**src/rtl/readout_adcclk_pkg.sv**
```systemverilog
package readout_adcclk_pkg;
  typedef enum logic [1:0] {
    DBG_LAST_ROW_RD   = 2'd0,
    DBG_CLK_SEL       = 2'd1,
    DBG_CELL0_SEL     = 2'd2,
    DBG_CLAMP_CELL0   = 2'd3
  } dbg_src_e;

  localparam int DBG_SOURCES = 4;

  function automatic int cnt_bits(input int n);
    return (n <= 2) ? 1 : $clog2(n);
  endfunction
endpackage

```
**src/rtl/rof_frame_timer.sv**
```systemverilog
module rof_frame_timer #(
  parameter int FRAME_LEN = 6,
  localparam int CNT_W = readout_adcclk_pkg::cnt_bits(FRAME_LEN)
) (
  input  logic             clk,
  input  logic             rst,
  input  logic             frame_stb,
  output logic [CNT_W-1:0] pos,
  output logic             active
);
  localparam logic [CNT_W-1:0] LAST_POS = CNT_W'(FRAME_LEN - 1);

  always_ff @(posedge clk) begin
    if (rst) begin
      pos    <= '0;
      active <= 1'b0;
    end else if (frame_stb) begin
      pos    <= '0;
      active <= 1'b1;
    end else if (active) begin
      if (pos == LAST_POS) begin
        active <= 1'b0;
      end else begin
        pos <= pos + 1'b1;
      end
    end
  end

  AST_POS_IN_FRAME: assert property (@(posedge clk) disable iff (rst)
    pos <= LAST_POS);

  AST_STROBE_RESTARTS: assert property (@(posedge clk) disable iff (rst)
    frame_stb |=> (pos == '0) && active);
endmodule

```
**src/rtl/rof_adc_pulse.sv**
```systemverilog
module rof_adc_pulse #(
  parameter int FRAME_LEN = 6,
  parameter int REF_SLOT  = 1,
  parameter int CELL_SLOT = 3,
  localparam int CNT_W = readout_adcclk_pkg::cnt_bits(FRAME_LEN)
) (
  input  logic             clk,
  input  logic             rst,
  input  logic             rd_phase,
  input  logic             active,
  input  logic [CNT_W-1:0] pos,
  output logic             adc_clk
);
  localparam logic [CNT_W-1:0] REF_POS  = CNT_W'(REF_SLOT);
  localparam logic [CNT_W-1:0] CELL_POS = CNT_W'(CELL_SLOT);

  logic slot_hit;
  always_comb slot_hit = (pos == REF_POS) || (pos == CELL_POS);

  always_ff @(posedge clk) begin
    if (rst) adc_clk <= 1'b0;
    else     adc_clk <= active && rd_phase && slot_hit;
  end

  AST_PULSE_ONE_CYCLE: assert property (@(posedge clk) disable iff (rst)
    adc_clk |=> !adc_clk);
endmodule

```
**src/rtl/rof_dbg_mux.sv**
```systemverilog
module rof_dbg_mux #(
  parameter int N_SRC = readout_adcclk_pkg::DBG_SOURCES,
  localparam int SEL_W = readout_adcclk_pkg::cnt_bits(N_SRC)
) (
  input  logic             clk,
  input  logic             rst,
  input  logic [N_SRC-1:0] src,
  input  logic [SEL_W-1:0] sel,
  output logic             dbg_out
);
  logic pick;
  always_comb begin
    pick = 1'b0;
    for (int i = 0; i < N_SRC; i++) begin
      if (sel == SEL_W'(i)) pick = src[i];
    end
  end

  always_ff @(posedge clk) begin
    if (rst) dbg_out <= 1'b0;
    else     dbg_out <= pick;
  end

  AST_DBG_HOLDS: assert property (@(posedge clk) disable iff (rst)
    (!$past(rst) && sel == $past(sel) && src == $past(src)) |=> $stable(dbg_out));
endmodule

```
**src/rtl/readout_adcclk_dbg.sv**
```systemverilog
module readout_adcclk_dbg #(
  parameter int FRAME_LEN = 6,
  parameter int REF_SLOT  = 1,
  parameter int CELL_SLOT = 3
) (
  input  logic       clk,
  input  logic       rst,
  input  logic       rd_phase,
  input  logic       frame_stb,
  input  logic       obs_last_row_rd,
  input  logic       obs_clk_sel,
  input  logic       obs_cell0_sel,
  input  logic       obs_clamp_cell0_sel,
  input  logic [1:0] dbg_sel,
  output logic       adc_clk,
  output logic       dbg_out
);
  import readout_adcclk_pkg::*;
  localparam int CNT_W = cnt_bits(FRAME_LEN);

  logic [CNT_W-1:0]       pos;
  logic                   active;
  logic [DBG_SOURCES-1:0] src;

  rof_frame_timer #(.FRAME_LEN(FRAME_LEN)) u_timer (
    .clk(clk), .rst(rst), .frame_stb(frame_stb), .pos(pos), .active(active)
  );

  rof_adc_pulse #(.FRAME_LEN(FRAME_LEN), .REF_SLOT(REF_SLOT), .CELL_SLOT(CELL_SLOT)) u_pulse (
    .clk(clk), .rst(rst), .rd_phase(rd_phase), .active(active), .pos(pos), .adc_clk(adc_clk)
  );

  always_comb begin
    src = '0;
    src[DBG_LAST_ROW_RD] = obs_last_row_rd;
    src[DBG_CLK_SEL]     = obs_clk_sel;
    src[DBG_CELL0_SEL]   = obs_cell0_sel;
    src[DBG_CLAMP_CELL0] = obs_clamp_cell0_sel;
  end

  rof_dbg_mux #(.N_SRC(DBG_SOURCES)) u_dbg (
    .clk(clk), .rst(rst), .src(src), .sel(dbg_sel), .dbg_out(dbg_out)
  );

  AST_WRITE_PHASE_QUIET: assert property (@(posedge clk) disable iff (rst)
    !rd_phase |=> !adc_clk);

  AST_IDLE_QUIET: assert property (@(posedge clk) disable iff (rst)
    (!active && !frame_stb) |=> !adc_clk);
endmodule

```
**config.mk**
```make
export PLATFORM = sky130hd
export DESIGN_NAME = readout_adcclk_dbg
export DESIGN_NICKNAME = d
export VERILOG_FILES = /design/src/rtl/readout_adcclk_pkg.sv /design/src/rtl/rof_frame_timer.sv /design/src/rtl/rof_adc_pulse.sv /design/src/rtl/rof_dbg_mux.sv /design/src/rtl/readout_adcclk_dbg.sv
export SDC_FILE = /design/constraint.sdc
export NUM_CORES = 1
export LEC_CHECK = 0
export BUFFER_PORTS_ARGS = -buffer_cell sky130_fd_sc_hd__buf_2
export CORE_AREA = 4 4 41 43
export CTS_CLUSTER_DIAMETER = 200
export CTS_CLUSTER_SIZE = 24
export DETAILED_ROUTE_END_ITERATION = 12
export DIE_AREA = 0 0 45 47
export PLACE_DENSITY_LB_ADDON = 0.08
export SYNTH_ARGS = -nofsm -noshare
export SYNTH_HDL_FRONTEND = slang
export SYNTH_SLANG_ARGS = --single-unit
```
**constraint.sdc**
```tcl
create_clock -name clk -period 1.4 [get_ports clk]
set_input_delay 0.07 -clock clk [delete_from_list [all_inputs] [get_ports clk]]
set_output_delay 0.07 -clock clk [all_outputs]
set_load 0.005 [all_outputs]
```
# --- Yosys cells after proc, flatten, opt, wreduce, memory -nomap -nowiden ---
# Index checks and enable logic that the tools add are counted.
op_classes:
  add_sub_neg: 1
  bitwise: 1
  n_reduce_logical: 6
  n_eq_ne: 6
  muxes: 7
ops:
  columns: ["cell", "count"]
  rows:
  - ["1-bit two-way mux", 7]
  - ["2-bit == test, second input constant", 2]
  - ["3-bit by 1-bit adder with 3-bit output, second input constant", 1]
  - ["3-bit by 1-bit == test with 1-bit output, second input constant", 1]
  - ["3-bit by 2-bit == test with 1-bit output, second input constant", 1]
  - ["3-bit == test, second input constant", 1]
  - ["2-bit by 1-bit == test with 1-bit output, second input constant", 1]
  - ["1-bit logical AND", 2]
  - ["2-bit logical NOT", 1]
  - ["2-bit AND reduction", 1]
  - ["2-bit OR reduction", 1]
  - ["1-bit logical OR", 1]
  - ["1-bit inverter", 1]
word_totals:
  out_inout_bits: 2
  register_bits: 6

# --- Longest topological paths before layout ---
# Gate-level depths: netlist (run 1).
logic_depth:
  word_depth: 5
  ltp_mapped: 5
  ltp_nobuf: 5

# --- Cells and area by module ---
# A second synthesis (run 1) with hierarchy kept.
unflattened:
  hier_cells: 24
  area_unflattened_um2: 301.5
modules_own_cells:
  columns: ["module", "instances", "area_per_inst_um2", "cells_per_inst"]
  rows:
  - ["rof_frame_timer", 1, 212.7, 18]
  - ["rof_dbg_mux", 1, 56.3, 3]
  - ["rof_adc_pulse", 1, 32.5, 3]

# --- Least setup slack after synthesis (run 1) ---
# No wires, ideal clock.
synth_timing:
  path_kind: "register to register"
  start: "register u_timer.pos[1]"
  end: "register u_timer.pos[1]"
  stages_incl_launch_ff: 6
  setup_slack_ns: 0.156
  t_arrival_ns: 1.141
  required_time_ns: 1.297
  path_buffers: 0
  cell_sequence: "dfxtp_1 inv_1 ha_1 a21boi_4 nor2_1 a2111oi_2"
synth_via:
  elab_chain_len: 3
synth_lines:
  columns: ["item", "line_no", "text"]
  rows:
  - ["start, declared", "rof_frame_timer.sv:8", "output logic [CNT_W-1:0] pos,"]
  - ["start signal, assigned", "rof_frame_timer.sv:24", "pos <= pos + 1'b1;"]
  - ["parallel branches: the longest is 3 deep, another holds 3-bit by 1-bit adder with 3-bit output", null, null]
# Parallel ways; which one is timed is not known.
# A chain may end at the register's enable or synchronous reset.

# --- Final worst setup path (run 1) ---
layout_timing:
  start: "register u_timer.pos[0]"
  end: "register u_timer.pos[1]"
# The elaborated chain is that of the path after synthesis.

==> flow_metrics.env, run 1 <==
export IMPL_status="completed"
export IMPL_holdCritPathClass="input pin to flop"
export IMPL_wl_per_cell_um=9.67
export IMPL_skew_ns=0.00335
export IMPL_sw_frac_of_total_pct=21.9
export IMPL_fp_dieW_um=45
export IMPL_drcViolationCount=0
export IMPL_rows=13
export IMPL_timing_final_max_slew_violations=0
export IMPL_reg2reg_slack_ns=0.12
export IMPL_switching_power_uw=86.1
export IMPL_ys_types=13
export IMPL_cpPeakStageDelay_ns=0.36
export IMPL_drtIter0Drc=0
export IMPL_synth_area_um2=290
export IMPL_grtUsageTotal_pct=7.13
export IMPL_fin_nets=57
export IMPL_p_leak_uw=0.000172
export IMPL_period_minus_slack_ns=1.28
export IMPL_grt_pass1_vias=255
export IMPL_path_delay_family="compound AO/OA/AOI/OAI gates"
export IMPL_placed_area_um2=364
export IMPL_place_inst=53
export IMPL_drive_above_1_share_pct=42.9
export IMPL_ir_worst_vdd_uv=247
export IMPL_routed_wl_um=551
export IMPL_syn_nets=40
export IMPL_htreeDepth=1
export IMPL_core_um2=1300
export IMPL_syn_avg_cell_area_um2=10.8
export IMPL_period_share_pct=91.7
export IMPL_cts_buffers=3
export IMPL_n_antenna_cell=0
export IMPL_hold_viol=0
export IMPL_tns_ns=0
export IMPL_critPathSlowestCell="dfxtp_1"
export IMPL_port_buffers=11
export IMPL_syn_to_final_growth_pct=35.8
export IMPL_start_kind="flop"
export IMPL_synth_cells=27
export IMPL_instances_no_fill=57
export IMPL_tightest_slew_ns=0.262
export IMPL_final_antenna_net_count=0
export IMPL_antenna_found_initial=0
export IMPL_fin_area_um2=394
export IMPL_cp_buffers_inverters=1
export IMPL_slew_headroom_pct=82.5
export IMPL_pwr_share_seq_pct=46.5
export IMPL_design_portCount=12
export IMPL_fmax_mhz=779
export IMPL_clkSinkCount=6
export IMPL_cp_data_arrival_time_ns=1.41
export IMPL_p_clk_share_pct=40.1
export IMPL_fp_dieH_um=47
export IMPL_power_frac_comb_pct=13.4
export IMPL_gp_congestion=0.667
export IMPL_seq_area_frac_synth_pct=41.4
export IMPL_setup_viol=0
export IMPL_ys_warnings_count=0
export IMPL_firstDrtPassIters=1
export IMPL_die_area_um2=2120
export IMPL_drv_cap=0
export IMPL_clkTransAtPathRegs_ns=0.04
export IMPL_overflow=0
export IMPL_rsz0062_at_grt="no"
export IMPL_via_per_inst=4.25
export IMPL_grt_max_degree=7
export IMPL_p_int_uw=307
export IMPL_tritoncts="done"
export IMPL_crit_path_max_fanout=3
export IMPL_dp_worst_setup_slack_ns=0.0553
export IMPL_grt_pass1_wl_um=1030
export IMPL_critPathKind="flop to flop"
export IMPL_cts_max_path_buffers=2
export IMPL_vias=242
export IMPL_dp_hpwl_um=486
export IMPL_start_util_pct=22.3
export IMPL_cts_root_buf="clkbuf_4"
export IMPL_finalWorstSetupSlack_ns=0.116
export IMPL_cp_cell_sequence="ha_1, a21boi_4, buf_4, a2111oi_2"
export IMPL_power_density_nw_per_um2=998
export IMPL_clk_latency_ns=0.24
export IMPL_critPathRequiredTime_ns=1.53
export IMPL_crit_path_end_kind="flop"
export IMPL_ys_ff_latch=6
[layout make-up]
cell class | count | area, µm²
repair buffers | 12 | 62.6
clock buffers | 3 | 22.5
multi-input cells | 19 | 163
fillers | 141 | 907
inverters | 2 | 7.51
well taps | 15 | 18.8
flip-flops and latches | 6 | 120
[worst reg2reg max path: stages (launching register included)]
cell	delay, ns
dfxtp_1	0.36
ha_1	0.25
a21boi_4	0.08
buf_4	0.14
a2111oi_2	0.34
[layout by cell type, fill, tap and decap left out]
cell type  count
mux4_2         1
inv_1          2
buf_4          1
clkbuf_4       3
nor2_1         3
nor3_1         3
xnor2_1        1
dfxtp_1        6
buf_2         11
a21oi_1        2
ha_1           3
a21boi_4       1
or2b_1         1
a2111oi_2      1
nor2b_1        2
nand2_1        1
[power by group through the flow]
stage               registers, µW  logic [µW]  clock network (µW)
detailed placement            186        50.7                   0
global placement              186        50.1                   0
CTS                           183        51.0                 167
floorplan                     186        28.6                   0
finish                        183        52.8                 158
global route                  183        60.0                 173
[metrics by stage]
stage          hold WS, ns  utilization [%]  power (µW)
6_report            0.0543             30.3         393
5_1_grt             0.0610             30.3         416
4_1_cts             0.0411             29.7         401
3_5_place_dp         0.294             28.0         237
3_3_place_gp         0.302             28.0         236
2_1_floorplan        0.139                -         215
[layer usage]
metal  wire (µm)  up-vias  track usage (%)
li1            -      126                -
met1         221      107             8.01
met2         275        9             10.2
met3          54        0             4.98
met4           0        0             3.51
met5           0        -                0
[cell families after synthesis]
group | share of synthesized area [%]
simple gates | 17.2
fa+ha+maj | 12.9
flops | 41.4
xor+xnor | 3.02
compound gates | 15.1
buf+inv | 2.59
mux | 7.76
[flip-flops by register name, summed over array words and instances (netlist names)]
signal,flops
u_timer.active,1
u_pulse.adc_clk,1
u_dbg.dbg_out,1
u_timer.pos,3
[final timing paths]
| kind | start | end | depth (start not counted) |
|---|---|---|---|
| setup / recovery | u_timer.pos[0]$_SDFFE_PP0P_ | u_timer.pos[1]$_SDFFE_PP0P_ | 4 |
| hold / removal | frame_stb | u_timer.pos[0]$_SDFFE_PP0P_ | 2 |
| setup reg to reg | u_timer.pos[0]$_SDFFE_PP0P_ | u_timer.pos[1]$_SDFFE_PP0P_ | 4 |
| hold reg to reg | u_timer.active$_SDFF_PP0_ | u_pulse.adc_clk$_SDFF_PP0_ | 2 |
[Yosys cell counts]
master	number	area share [%]
nor2_1	3	3.9
inv_1	2	2.6
mux4_2	1	7.8
nor3_1	3	5.2
nor2b_1	2	4.3
a2111oi_2	1	5.2
ha_1	3	13
or2b_1	1	2.6
a21oi_1	2	3.4
dfxtp_1	6	41
nand2_1	1	1.3
xnor2_1	1	3.0
a21boi_4	1	6.5
[timing repair]
item / CTS / global route
buffers inserted: 0 / 1
setup endpoints to repair: 0 / 1
hold buffers: 0 / 0
resized for setup: 0 / 0
Power figures use the tool's default switching activity.
==> run 2: changes to the inputs <==
--- a/config.mk
+++ b/config.mk
@@ -5,6 +5,7 @@
 export SDC_FILE = /design/constraint.sdc
 export NUM_CORES = 1
 export LEC_CHECK = 0
+export ABC_AREA = 1
 export BUFFER_PORTS_ARGS = -buffer_cell sky130_fd_sc_hd__buf_2
 export CORE_AREA = 4 4 41 43
 export CTS_CLUSTER_DIAMETER = 200
==> run 2 against run 1 <==
Compared with the run above:
- synthesized cell count grew 70%
- area after synthesis grew 9.1%
- clock power shrank 3%
- worst hold slack lost 0.026 ns
- via count grew 24%
- design area grew 4.8%
- global-route usage grew 0.87 points
- combinational power is essentially flat
- sequential power is essentially flat
- core utilization grew 1.4 points
- first-iteration DRC count grew 3
- sequential share of layout area shrank 1.4 points
==> flow_metrics.env, run 2 <==
export IMPL_synthArstFlopShare_pct=0
export IMPL_syn_nets=59
export IMPL_ys_flop_type="dfxtp_1"
export IMPL_via_per_inst=4.00
export IMPL_fp_dieW_um=45
export IMPL_fin_nets=75
export IMPL_skew_ns=0.00236
export IMPL_synth_top_area_share_pct=37.9
export IMPL_cts_buffers=3
export IMPL_antenna_found_initial=0
export IMPL_rows=13
export IMPL_critPathRequiredTime_ns=1.54
export IMPL_status="completed"
export IMPL_vias=300
export IMPL_die_area_um2=2120
export IMPL_layout_common_cells="buf_2 (11), nor2_1 (10), nand2_1 (9)"
export IMPL_fmax_mhz=943
export IMPL_start_kind="flop"
export IMPL_ys_types=11
export IMPL_tritoncts="done"
export IMPL_instances_no_fill=75
export IMPL_port_buffers=11
export IMPL_cts_setup_buffers=0
export IMPL_p_leak_uw=0.000238
export IMPL_syn_to_final_growth_pct=30.4
export IMPL_overflow=0
export IMPL_drv_cap=0
export IMPL_rsz0062_at_grt="no"
export IMPL_core_um2=1300
export IMPL_drive_above_1_share_pct=33.3
export IMPL_critPathSlowestCell="dfxtp_1"
export IMPL_drtIter0Drc=3
export IMPL_clkTransAtPathRegs_ns=0.04
export IMPL_drcViolationCount=0
export IMPL_period_minus_slack_ns=1.06
export IMPL_grt_pass1_vias=296
export IMPL_grt_pass1_wl_um=1100
export IMPL_wl_per_cell_um=7.96
export IMPL_cts_max_path_buffers=2
export IMPL_synth_cells=46
export IMPL_cp_cell_sequence="ha_1, ha_1, nand2_2, nand2_1, inv_1"
export IMPL_gp_congestion=0.682
export IMPL_power_density_nw_per_um2=949
export IMPL_cpPeakStageDelay_ns=0.33
export IMPL_ctsHoldBuffers=0
export IMPL_grtUsageTotal_pct=8.00
export IMPL_fillCellCount=164
export IMPL_design_portCount=12
export IMPL_largest_reg_flops=3
export IMPL_syn_avg_cell_area_um2=6.88
export IMPL_synth_area_leaders="dfxtp_1 (38%), ha_1 (12%), nor2_1 (12%)"
export IMPL_hold_viol=0
export IMPL_layout_commonest_cell="buf_2"
export IMPL_place_inst=72
export IMPL_cts_resized=0
export IMPL_routed_wl_um=597
export IMPL_tightest_slew_ns=0.158
export IMPL_setup_viol=0
export IMPL_timing_final_max_slew_violations=0
export IMPL_start_util_pct=24.3
export IMPL_n_antenna_cell=0
export IMPL_ir_worst_vdd_uv=428
export IMPL_ys_ff_latch=6
export IMPL_yosysMostFrequentCell="nor2_1"
export IMPL_crit_path_max_fanout=4
export IMPL_slew_headroom_pct=89.5
export IMPL_critPathKind="flop to flop"
export IMPL_tns_ns=0
export IMPL_seq_area_frac_synth_pct=37.9
export IMPL_firstDrtPassIters=2
export IMPL_ys_warnings_count=0
export IMPL_fp_dieH_um=47
export IMPL_clkSinkCount=6
export IMPL_htreeDepth=1
export IMPL_synth_edf_count=0
export IMPL_regMostFlops="u_timer.pos"
export IMPL_synth_area_um2=317
export IMPL_synth_largest_area_cell="dfxtp_1"
export IMPL_synth_common_cells="nor2_1 (10), nand2_1 (9), inv_1 (8)"
export IMPL_grt_max_degree=5
export IMPL_final_antenna_net_count=0
export IMPL_holdCritPathClass="input pin to flop"
export IMPL_period_share_pct=75.7
export IMPL_cts_root_buf="clkbuf_4"
export IMPL_crit_path_end_kind="flop"
export IMPL_cp_common_cell="ha_1"
export IMPL_clk_latency_ns=0.24
export IMPL_cp_data_arrival_time_ns=1.20
-- run 2: final cells by class --
type / count / area, µm² / share of cell area, %
Multi-Input combinational cell: 31 / 163 / 39.4
Sequential cell: 6 / 120 / 29.1
Timing Repair Buffer: 11 / 55.1 / 13.3
Inverter: 9 / 33.8 / 8.18
Clock buffer: 3 / 22.5 / 5.45
Tap cell: 15 / 18.8 / 4.55
-- run 2: path summary, 6_finish.rpt --
check / from / end / slack, ns / depth (start not counted)
setup / recovery: u_timer.pos[0]$_SDFFE_PP0P_ / u_timer.pos[2]$_SDFFE_PP0P_ / 0.34 / 5
hold / removal: rst / u_timer.active$_SDFF_PP0_ / 0.03 / 2
setup reg to reg: u_timer.pos[0]$_SDFFE_PP0P_ / u_timer.pos[2]$_SDFFE_PP0P_ / 0.34 / 5
hold reg to reg: u_timer.active$_SDFF_PP0_ / u_pulse.adc_clk$_SDFF_PP0_ / 0.52 / 2
-- run 2: logic make-up (layout without fill, tap and decap cells) --
| kind of cell | after synthesis | count (layout) | share of synthesized area [%] |
|---|---|---|---|
| buffers and inverters | 9 | 23 | 10.7 |
| AO/OA/AOI/OAI | 2 | 2 | 4.35 |
| adder cells (fa/ha/maj) | 3 | 3 | 11.9 |
| flip-flops | 6 | 6 | 37.9 |
| AND/OR/NAND/NOR | 26 | 26 | 35.2 |
-- run 2: worst max-delay path, delay by kind of cell, from the launching register on --
kind                       cells  cell delay, ns
DFF                            1            0.33
and+or+nand+nor                2            0.10
buffers and inverters          1            0.03
adders and majority gates      2            0.50
-- run 2: power by group --
group | leakage (µW) | switching [µW] | internal (µW)
combinational | 0.000175 | 27.1 | 25.5
sequential | 0.0000493 | 5.79 | 180
clock | 0.0000138 | 57.2 | 96.6
total | 0.000238 | 90.0 | 302
-- run 2: stage by stage --
stage	hold slack, ns	cell area, µm²	setup WS, ns	total power, µW	utilization (%)
2_1_floorplan	0.142	317	0.391	219	-
6_report	0.0281	413	0.340	392	31.7
5_1_grt	0.0230	413	0.242	434	31.7
3_5_place_dp	0.282	390	0.345	242	30.0
3_3_place_gp	0.283	390	0.339	243	30.0
4_1_cts	0.0216	413	0.334	405	31.7
-- run 2: per-layer routing --
layer  vias to the layer above  track usage, %  routed length (µm)
li1                        168               -                   -
met5                         -               0                   0
met4                         0            7.02                  12
met1                       125            7.78                 254
met2                         5            11.3                 294
met3                         2            5.75                  37
==> run 3: changes to the inputs <==
==> constraint.sdc (replaced) <==
create_clock -name clk -period 1 [get_ports clk]
set_input_delay 0.05 -clock clk [delete_from_list [all_inputs] [get_ports clk]]
set_output_delay 0.05 -clock clk [all_outputs]
set_load 0.005 [all_outputs]
==> run 3 against run 2 <==
Compared with the run above:
- design area grew 15%
- power up 44%
- fmax up 6.2%
- core utilization up 4.8 points
- worst hold slack got worse by 0.014 ns
==> flow_metrics.env, run 3 (synthesis gave the netlist of run 2 again) <==
export IMPL_critPathKind="flop to flop"
export IMPL_rr_startpoint="u_timer.pos[0]$_SDFFE_PP0P_"
export IMPL_whs_path_depth=2
export IMPL_tightest_slew_ns=0.164
export IMPL_fin_area_um2=475
export IMPL_fp_dieW_um=45
export IMPL_ir_worst_vdd_uv=837
export IMPL_skew_ns=0.00350
export IMPL_p_int_uw=428
export IMPL_power_frac_comb_pct=15.2
export IMPL_holdCritPathClass="input pin to flop"
export IMPL_r2r_end="u_timer.pos[2]$_SDFFE_PP0P_"
export IMPL_n_antenna_cell=0
export IMPL_drive_above_1_share_pct=45.2
export IMPL_reg2reg_slack_ns=0.002
export IMPL_place_inst=73
export IMPL_drv_cap=0
export IMPL_fp_dieH_um=47
export IMPL_pwr_share_seq_pct=46.3
export IMPL_instances_no_fill=77
export IMPL_p_leak_uw=0.000248
export IMPL_final_antenna_net_count=0
export IMPL_power_density_nw_per_um2=1180
export IMPL_wl_per_cell_um=9.22
export IMPL_cts_max_path_buffers=2
export IMPL_port_buffers=11
export IMPL_overflow=0
export IMPL_crit_path_end_kind="flop"
export IMPL_htreeDepth=1
export IMPL_min_from="rst"
export IMPL_antenna_found_initial=0
export IMPL_cts_buffers=3
export IMPL_routed_wl_um=710
export IMPL_period_minus_slack_ns=0.998
export IMPL_dp_hpwl_um=519
export IMPL_grtUsageTotal_pct=7.37
export IMPL_grt_max_degree=5
export IMPL_firstDrtPassIters=3
export IMPL_start_util_pct=24.3
export IMPL_clkTransAtPathRegs_ns=0.04
export IMPL_setup_viol=0
export IMPL_switching_power_uw=136
export IMPL_placed_area_um2=400
export IMPL_tritoncts="done"
export IMPL_gp_congestion=0.741
export IMPL_syn_to_final_growth_pct=50.2
export IMPL_p_clk_share_pct=38.5
export IMPL_period_share_pct=99.8
export IMPL_timing_final_max_slew_violations=0
export IMPL_startpoint="u_timer.pos[0]$_SDFFE_PP0P_"
export IMPL_min_to="u_timer.active$_SDFF_PP0_"
export IMPL_die_area_um2=2120
export IMPL_grt_pass1_wl_um=1080
export IMPL_timing_hold_ws_ns=0.0140
export IMPL_clkSinkCount=6
export IMPL_cts_root_buf="clkbuf_4"
export IMPL_rsz0062_at_grt="yes"
export IMPL_sw_frac_of_total_pct=24.1
export IMPL_via_per_inst=3.99
export IMPL_vias=307
export IMPL_start_kind="flop"
export IMPL_critPathRequiredTime_ns=1.14
export IMPL_fin_nets=77
export IMPL_fmax_mhz=1000
export IMPL_hold_viol=0
export IMPL_layout_common_cells="buf_2 (11), nor2_1 (10), nand2_1 (9)"
export IMPL_drcViolationCount=0
export IMPL_finalWorstSetupSlack_ns=0.00159
export IMPL_clk_latency_ns=0.24
export IMPL_rows=13
export IMPL_grt_pass1_vias=268
export IMPL_post_route_util_pct=36.5
export IMPL_dp_worst_setup_slack_ns=-0.0468
export IMPL_cp_data_arrival_time_ns=1.14
export IMPL_crit_path_max_fanout=4
export IMPL_status="completed"
export IMPL_core_um2=1300
export IMPL_largest_reg_flops=3
export IMPL_design_portCount=12
export IMPL_regMostFlops="u_timer.pos"
export IMPL_rr_worst_depth=5
export IMPL_layout_commonest_cell="buf_2"
export IMPL_slew_headroom_pct=89.1
export IMPL_drtIter0Drc=2
run 3: layout make-up:
type                            instances  area, µm²
Multi-Input combinational cell         31        200
Tap cell                               15       18.8
Clock buffer                            3       22.5
Inverter                                9       36.3
Sequential cell                         6        128
Fill cell                             149        826
Timing Repair Buffer                   13       70.1
run 3: how the worst max path moves through the flow:
| stage | end | slack [ns] | cells after the start |
|---|---|---|---|
| floorplan | u_timer.pos[2]$_SDFFE_PP0P_ | 0.007 | 5 |
| global placement | u_timer.pos[2]$_SDFFE_PP0P_ | -0.04 | 5 |
| detailed placement | u_timer.pos[2]$_SDFFE_PP0P_ | -0.05 | 5 |
| CTS | u_timer.pos[2]$_SDFFE_PP0P_ | -0.007 | 8 |
| global route | u_timer.pos[2]$_SDFFE_PP0P_ | -0.06 | 8 |
| finish | u_timer.pos[2]$_SDFFE_PP0P_ | 0.002 | 5 |
run 3: layer usage:
layer  wire (µm)  part of all wire (%)  up-vias  track usage [%]
li1            -                     -      169                -
met1         314                    44      124             8.03
met2         289                    41       14             11.6
met3         106                    15        0             6.51
met4           0                     0        0                0
met5           0                     0        -                0
run 3: stage by stage:
step | TNS, ns | total power, µW
5_1_grt | -0.197 | 609
3_3_place_gp | -0.110 | 344
2_1_floorplan | 0 | 307
4_1_cts | -0.00661 | 578
3_5_place_dp | -0.0684 | 342
6_report | 0 | 563
run 3: power groups by stage:
stage | clock network [µW] | logic [µW] | registers [µW]
floorplan | 0 | 43.6 | 263
global placement | 0 | 79.5 | 265
detailed placement | 0 | 77.7 | 264
CTS | 232 | 85.3 | 261
global route | 250 | 98.0 | 261
finish | 217 | 85.5 | 261
run 3: worst max-delay path: stages (launching register included):
cell	delay [ns]
dfxtp_4	0.36
ha_4	0.16
ha_4	0.25
nand2_2	0.04
nand2_1	0.05
inv_1	0.03
run 3: what timing repair did:
action                     CTS  global route
hold buffers                 0             0
gates resized for setup      8             2
pin swaps                    3             3
setup buffers                1             0
setup endpoints to repair    4             5
